<file path="src/rtl/dram_dec_pkg.sv">
package dram_dec_pkg;
  typedef enum logic [1:0] {
    CYC_IDLE   = 2'd0,
    CYC_ACCESS = 2'd1,
    CYC_CBR    = 2'd2,
    CYC_SELF   = 2'd3
  } cyc_t;
endpackage

</file>
<file path="src/rtl/strobe_edge.sv">
module strobe_edge #(
  parameter int N = 2
) (
  input  logic         clk,
  input  logic         rst_n,
  input  logic [N-1:0] pin_n,
  output logic [N-1:0] fall,
  output logic [N-1:0] rise
);
  logic [N-1:0] prev_q;

  for (genvar i = 0; i < N; i++) begin : g_pin
    always_ff @(posedge clk or negedge rst_n) begin
      if (!rst_n) prev_q[i] <= 1'b1;
      else        prev_q[i] <= pin_n[i];
    end
    assign fall[i] = prev_q[i] & ~pin_n[i];
    assign rise[i] = ~prev_q[i] & pin_n[i];
  end
endmodule

</file>
<file path="src/rtl/dram_cycle_fsm.sv">
module dram_cycle_fsm
  import dram_dec_pkg::*;
#(
  parameter int ROW_BITS   = 2,
  parameter int REF_W      = 10,
  parameter int SREF_ENTRY = 12500,
  parameter int SREF_TICK  = 1000,
  localparam int SW = $clog2(SREF_ENTRY),
  localparam int TW = $clog2(SREF_TICK)
) (
  input  logic                clk,
  input  logic                rst_n,
  input  logic                ras_n,
  input  logic                cas_n,
  input  logic                we_n,
  input  logic                ras_fall,
  input  logic                ras_rise,
  input  logic                cas_fall,
  input  logic                cas_rise,
  input  logic [ROW_BITS-1:0] row_in,
  output logic [ROW_BITS-1:0] row_q,
  output logic                acc_strobe,
  output logic                test_mode,
  output logic                self_ref,
  output logic                proto_err,
  output logic [REF_W-1:0]    refresh_row
);
  cyc_t                state_q, state_d;
  logic                test_q, test_d;
  logic [REF_W-1:0]    ref_q, ref_d;
  logic [ROW_BITS-1:0] row_d;
  logic                seen_q, seen_d;
  logic [SW-1:0]       sref_q, sref_d;
  logic [TW-1:0]       tick_q, tick_d;
  logic                pre_q, pre_d;
  logic                err_q, err_d;

  // next-state process
  always_comb begin
    state_d = state_q;
    test_d  = test_q;
    ref_d   = ref_q;
    row_d   = row_q;
    seen_d  = seen_q;
    sref_d  = sref_q;
    tick_d  = tick_q;
    pre_d   = pre_q;
    err_d   = 1'b0;

    unique case (state_q)
      CYC_IDLE: begin
        if (ras_fall) begin
          if (!cas_n) begin
            state_d = CYC_CBR;          // counter refresh, address ignored
            ref_d   = ref_q + 1'b1;
            test_d  = ~we_n;            // W low enters, W high leaves
            sref_d  = '0;
          end else begin
            state_d = CYC_ACCESS;
            row_d   = row_in;
            seen_d  = 1'b0;
          end
        end
      end
      CYC_ACCESS: begin
        if (cas_fall) seen_d = 1'b1;
        if (ras_rise) begin
          state_d = CYC_IDLE;
          if (!seen_q && !cas_fall) test_d = 1'b0;  // row-only refresh
        end
      end
      CYC_CBR: begin
        if (ras_rise) begin
          state_d = CYC_IDLE;
        end else if (cas_n) begin
          sref_d = '0;
        end else if (sref_q == SW'(SREF_ENTRY - 1)) begin
          state_d = CYC_SELF;
          tick_d  = '0;
        end else begin
          sref_d = sref_q + 1'b1;
        end
      end
      CYC_SELF: begin
        if (ras_rise) begin
          state_d = CYC_IDLE;
        end else if (tick_q == TW'(SREF_TICK - 1)) begin
          tick_d = '0;
          ref_d  = ref_q + 1'b1;
        end else begin
          tick_d = tick_q + 1'b1;
        end
      end
      default: state_d = CYC_IDLE;
    endcase

    // orphan column-strobe pulse tracking
    if (cas_fall && ras_n) pre_d = 1'b1;
    if (ras_fall)          pre_d = 1'b0;
    if (cas_rise && ras_n && pre_q) begin
      err_d = 1'b1;
      pre_d = 1'b0;
    end
  end

  // register process
  always_ff @(posedge clk or negedge rst_n) begin
    if (!rst_n) begin
      state_q <= CYC_IDLE;
      test_q  <= 1'b0;
      ref_q   <= '0;
      row_q   <= '0;
      seen_q  <= 1'b0;
      sref_q  <= '0;
      tick_q  <= '0;
      pre_q   <= 1'b0;
      err_q   <= 1'b0;
    end else begin
      state_q <= state_d;
      test_q  <= test_d;
      ref_q   <= ref_d;
      row_q   <= row_d;
      seen_q  <= seen_d;
      sref_q  <= sref_d;
      tick_q  <= tick_d;
      pre_q   <= pre_d;
      err_q   <= err_d;
    end
  end

  assign acc_strobe  = (state_q == CYC_ACCESS) & cas_fall;
  assign test_mode   = test_q;
  assign self_ref    = (state_q == CYC_SELF);
  assign proto_err   = err_q;
  assign refresh_row = ref_q;
endmodule

</file>
<file path="src/rtl/dram_cell_array.sv">
module dram_cell_array #(
  parameter int DQ_W     = 4,
  parameter int ROW_BITS = 2,
  parameter int COL_BITS = 3,
  localparam int IW    = ROW_BITS + COL_BITS,
  localparam int DEPTH = 1 << IW
) (
  input  logic                clk,
  input  logic                rst_n,
  input  logic                acc_strobe,
  input  logic                cas_rise,
  input  logic                we_n,
  input  logic                test_mode,
  input  logic [ROW_BITS-1:0] row,
  input  logic [COL_BITS-1:0] col,
  input  logic [DQ_W-1:0]     din,
  output logic [DQ_W-1:0]     rd_data,
  output logic                rd_valid
);
  logic [DQ_W-1:0] mem [DEPTH];
  logic [IW-1:0]   idx_n, idx_e, idx_o;
  logic [DQ_W-1:0] word_e, word_o, cmp, rd_d;
  logic            wr_en, rd_en;

  assign idx_n  = {row, col};
  assign idx_e  = {row, col[COL_BITS-1:1], 1'b0};
  assign idx_o  = {row, col[COL_BITS-1:1], 1'b1};
  assign word_e = mem[idx_e];
  assign word_o = mem[idx_o];

  for (genvar p = 0; p < DQ_W; p++) begin : g_cmp
    assign cmp[p] = (word_e[p] == word_o[p]);
  end

  assign wr_en = acc_strobe & ~we_n;
  assign rd_en = acc_strobe & we_n;
  assign rd_d  = test_mode ? cmp : mem[idx_n];

  always_ff @(posedge clk) begin
    if (wr_en) begin
      if (test_mode) begin
        mem[idx_e] <= din;
        mem[idx_o] <= din;
      end else begin
        mem[idx_n] <= din;
      end
    end
  end

  always_ff @(posedge clk or negedge rst_n) begin
    if (!rst_n) begin
      rd_data  <= '0;
      rd_valid <= 1'b0;
    end else begin
      if (rd_en) rd_data <= rd_d;
      if (acc_strobe)    rd_valid <= we_n;
      else if (cas_rise) rd_valid <= 1'b0;
    end
  end
endmodule

</file>
<file path="src/rtl/dram_strobe_decoder.sv">
module dram_strobe_decoder #(
  parameter int DQ_W       = 4,
  parameter int ROW_BITS   = 2,
  parameter int COL_BITS   = 3,
  parameter int REF_W      = 10,
  parameter int SREF_ENTRY = 12500,
  parameter int SREF_TICK  = 1000,
  localparam int ADDR_W = (ROW_BITS > COL_BITS) ? ROW_BITS : COL_BITS
) (
  input  logic              clk,
  input  logic              rst_n,
  input  logic              ras_n,
  input  logic              cas_n,
  input  logic              we_n,
  input  logic              oe_n,
  input  logic [ADDR_W-1:0] addr,
  input  logic [DQ_W-1:0]   din,
  output logic [DQ_W-1:0]   dq_out,
  output logic              dq_en,
  output logic              test_mode,
  output logic              self_ref,
  output logic [REF_W-1:0]  refresh_row,
  output logic              proto_err
);
  logic [1:0]          rst_sync;
  logic                rst_q;
  logic [1:0]          fall, rise;
  logic                ras_fall, ras_rise, cas_fall, cas_rise;
  logic [ROW_BITS-1:0] row_q;
  logic                acc_strobe, rd_valid;
  logic [DQ_W-1:0]     rd_data;

  // asynchronous assertion, synchronous release
  always_ff @(posedge clk or negedge rst_n) begin
    if (!rst_n) rst_sync <= 2'b00;
    else        rst_sync <= {rst_sync[0], 1'b1};
  end
  assign rst_q = rst_sync[1];

  strobe_edge #(.N(2)) u_edge (
    .clk   (clk),
    .rst_n (rst_q),
    .pin_n ({cas_n, ras_n}),
    .fall  (fall),
    .rise  (rise)
  );
  assign ras_fall = fall[0];
  assign cas_fall = fall[1];
  assign ras_rise = rise[0];
  assign cas_rise = rise[1];

  dram_cycle_fsm #(
    .ROW_BITS   (ROW_BITS),
    .REF_W      (REF_W),
    .SREF_ENTRY (SREF_ENTRY),
    .SREF_TICK  (SREF_TICK)
  ) u_fsm (
    .clk         (clk),
    .rst_n       (rst_q),
    .ras_n       (ras_n),
    .cas_n       (cas_n),
    .we_n        (we_n),
    .ras_fall    (ras_fall),
    .ras_rise    (ras_rise),
    .cas_fall    (cas_fall),
    .cas_rise    (cas_rise),
    .row_in      (addr[ROW_BITS-1:0]),
    .row_q       (row_q),
    .acc_strobe  (acc_strobe),
    .test_mode   (test_mode),
    .self_ref    (self_ref),
    .proto_err   (proto_err),
    .refresh_row (refresh_row)
  );

  dram_cell_array #(
    .DQ_W     (DQ_W),
    .ROW_BITS (ROW_BITS),
    .COL_BITS (COL_BITS)
  ) u_array (
    .clk        (clk),
    .rst_n      (rst_q),
    .acc_strobe (acc_strobe),
    .cas_rise   (cas_rise),
    .we_n       (we_n),
    .test_mode  (test_mode),
    .row        (row_q),
    .col        (addr[COL_BITS-1:0]),
    .din        (din),
    .rd_data    (rd_data),
    .rd_valid   (rd_valid)
  );

  assign dq_en  = rd_valid & ~cas_n & ~oe_n;
  assign dq_out = dq_en ? rd_data : '0;
endmodule

</file>
<file path="config.mk">
export PLATFORM = sky130hd
export DESIGN_NAME = dram_strobe_decoder
export DESIGN_NICKNAME = d
export VERILOG_FILES = /design/src/rtl/dram_dec_pkg.sv /design/src/rtl/strobe_edge.sv /design/src/rtl/dram_cycle_fsm.sv /design/src/rtl/dram_cell_array.sv /design/src/rtl/dram_strobe_decoder.sv
export SDC_FILE = /design/constraint.sdc
export NUM_CORES = 1
export LEC_CHECK = 0
export ABC_AREA = 1
export BUFFER_PORTS_ARGS = -buffer_cell sky130_fd_sc_hd__buf_2
export CORE_ASPECT_RATIO = 0.5
export CORE_UTILIZATION = 40
export DETAILED_ROUTE_END_ITERATION = 10
export PLACE_DENSITY_LB_ADDON = 0.08
export SYNTH_ARGS = -nofsm -noshare
export SYNTH_HDL_FRONTEND = slang
export SYNTH_SLANG_ARGS = --single-unit
</file>
<file path="constraint.sdc">
create_clock -name clk -period 1.75 [get_ports clk]
set_input_delay 0 -clock clk [delete_from_list [all_inputs] [get_ports clk]]
set_output_delay 0 -clock clk [all_outputs]
set_load 0.005 [all_outputs]
</file>
==> run metrics <==
vias in the first global route=roughly 8000; overall routing resource usage=between 20% and 30%; Fin Clk Skew=around 11 ps; Area growth syn-to-layout=22.2%; fin. max-slew vios=0; CP Launch Type=register; final net count=1397; setup ws final=-39.8 ps; reg2reg setup slack=-40 ps; TritonRoute pass-1 iters=5; clock buffer depth=2; CP endpoint kind=register; Critical Path AT=between 1500 and 2000 ps; placed cell areas=between 10000 and 15000 um^2; Max Cap Violations=0; sequential fraction of the synthesis area=between 50% and 60%; Synth Instances=approximately 1300; Final Wtd Congestion=approximately 0.9; H-tree levels=4; endpoints failing setup=86; Slowest-stage cell, CP=dfstp_2; filler cell count=roughly 2300; Mean Syn Cell Area=7.62 um^2; core region area=around 24000 um^2; Distinct cells, synth=36; first-pass GRT wire length=between 40000 and 50000 um; Routed Antenna Nets=0; post-route design area=about 12000 um^2; Setup WS pre-CTS=-57.6 ps; WHS Path Cells=1; #FFs+latches synth=179; Slew Limit Headroom=roughly 58%; hold slack=between 9 and 10 ps; worst min-delay path class=in -> reg; violated checks=negative setup slack; Via Count=between 8000 and 9000; Worst R2R Start=u_edge.prev_q[1]$_DFF_PN1_; Setup CP Type=reg -> reg; actual slew at the worst max-slew pin=about 620 ps; # diodes=0; Hold Vio Cnt, Final=0; post-layout min period=~1800 ps; CTS sink cnt=179; WHS Endpoint=u_array.mem[2][0]$_DFFE_PP_; Vert. Die Dim=about 110 um; row cnt=40; worst r2r dst=u_array.mem[14][1]$_DFFE_PP_; crit path launch=u_edge.prev_q[1]$_DFF_PN1_; most common cell after layout, fill and taps aside=nand2_1; share of layout cells above drive strength 1=16.8%; status=finished, violations left; die area=around 25000 um^2; root buffer cell=clkbuf_16; r2r worst-path depth=8; VDD IR max=approximately 0.00084 V; number of placed I/O pins=31; Inserted Clock Buffers=17; DR DRC count=0; Final Cycle Share=102%; Netlist Area Pre-Place=approximately 10000 um^2; f_max=about 560 MHz; grt ovf=0; initial antenna violation count=0; RSZ-0062 raised after global routing=true; clock slew at the register clock pins of the worst setup and hold paths=~70 ps; Avg Vias per Cell=~5; HPWL after DPL=19200 um; CP most frequent cell=nor2_4; post-DR wirelength/cell=approximately 16 um; Die Wd=~220 um; initial core utilization=40.7%; drt initial violations=769; most frequent cells in the layout=662 x nand2_1, 128 x edfxtp_1, 75 x buf_4; Leakage=approximately 5.5 nW; Pwr Density=about 1100 nW/um^2; IO Port Bufs=30; syn nets=1300; Yosys Warn Count=0; largest net degree at the start of global routing=51; critical-path cell list=nand2_4, nor2_4, inv_2, nor2_4, o21ai_4, buf_12, nor3_2, buf_4; CP max FO=8; total power=approximately 13 mW; hold path startpoint=din[0]; Clock Latency Late Sink=460 ps; Detailed Route WL=roughly 28000 um; Crit path required time=between 1500 and 2000 ps; CP max stage delay=approximately 560 ps; CTS tree=done
cells by family after synthesis:
kind of cell | share of synthesized area (%)
other | 0.0383
buffers and inverters | 6.38
adders and majority gates | 0.384
and+or+nand+nor | 35.7
DFF | 52.3
AOI/OAI and AO/OA | 3.76
xor gates and xnor gates | 1.43
power by group:
part	total, mW	leakage (nW)	internal (mW)	switching (mW)
registers	5.07	1.81	4.83	0.239
clock network	4.04	0.290	2.38	1.67
logic	3.92	3.35	1.43	2.49
worst max path at each step:
stage                                   endpoint  depth (start not counted)
CTS                 u_array.mem[26][0]$_DFFE_PP_                          9
floorplan            u_array.mem[1][0]$_DFFE_PP_                          9
global route         u_array.mem[4][3]$_DFFE_PP_                          7
finish              u_array.mem[14][1]$_DFFE_PP_                          8
detailed placement  u_array.mem[26][2]$_DFFE_PP_                          7
global placement     u_array.mem[4][2]$_DFFE_PP_                          7
Yosys cell counts (all sizes together):
cell / count / area, um^2
xnor2: 2 / 17.5
buf: 46 / 249
nand3b: 1 / 7.51
conb: 1 / 3.75
nor2: 69 / 277
o31ai: 1 / 7.51
o21ai: 40 / 211
a211oi: 1 / 12.5
and3: 1 / 6.26
dfrtp: 49 / 1230
nand3: 71 / 355
clkinv: 6 / 22.5
inv: 83 / 312
nor3b: 1 / 7.51
edfxtp: 128 / 3840
ha: 3 / 37.5
nand2: 670 / 2510
xor2: 14 / 123
a22oi: 1 / 7.51
nor4: 5 / 31.3
clkbuf: 11 / 41.3
o21a: 3 / 22.5
nand4: 14 / 87.6
dfstp: 2 / 52.6
o22ai: 1 / 6.26
a21oi: 20 / 100
nor3: 40 / 205
flip-flops by register name (all words and copies together) (netlist names):
register           flops
u_array.mem          128
u_fsm.sref_q          14
u_fsm.refresh_row     10
u_fsm.tick_q          10
u_array.rd_data        4
rst_sync               2
u_edge.prev_q          2
u_fsm.row_q            2
u_fsm.state_q          2
u_array.rd_valid       1
u_fsm.pre_q            1
u_fsm.proto_err        1
u_fsm.seen_q           1
u_fsm.test_mode        1
worst max-delay path: cells and delay by family (launching register included):
kind / cells / cell delay, ps
DFF: 1 / 560
and+or+nand+nor: 4 / 430
buffers and inverters: 3 / 390
AOI/OAI and AO/OA: 1 / 110
metrics by stage:
stage	std cells	util [%]	setup TNS, ps
2_1_floorplan	1284	-	-2970
3_3_place_gp	1662	45.4	0
3_5_place_dp	1662	45.4	-1980
4_1_cts	1700	48.4	-1140
5_1_grt	1709	49.8	-11510
6_report	1709	49.8	-1650
per-layer routing:
metal | track usage (%) | wire, um
met1 | 33.2 | 13500
met2 | 34.6 | 12100
met3 | 4.08 | 1690
met4 | 7.68 | 404
met5 | 0 | 0
layout make-up:
type	count	area (um^2)	share of cell area, %
Clock buffer	18	429	3.59
Clock inverter	14	186	1.56
Timing Repair inverter	1	7.51	0.0628
Multi-Input combinational cell	959	4310	36.0
Tap cell	315	394	3.29
Timing Repair Buffer	134	1170	9.82
Inverter	89	339	2.83
Sequential cell	179	5130	42.9
what timing repair did:
action                                  4_1_cts  5_1_grt
cloned                                        0        3
hold buffers                                  6        0
gates resized for setup                      11       64
setup buffers                                 0        6
pin swaps                                     2        9
endpoints found under the setup margin       92      156
endpoints found under the hold margin        36        0
Power figures use the tool's default switching activity.
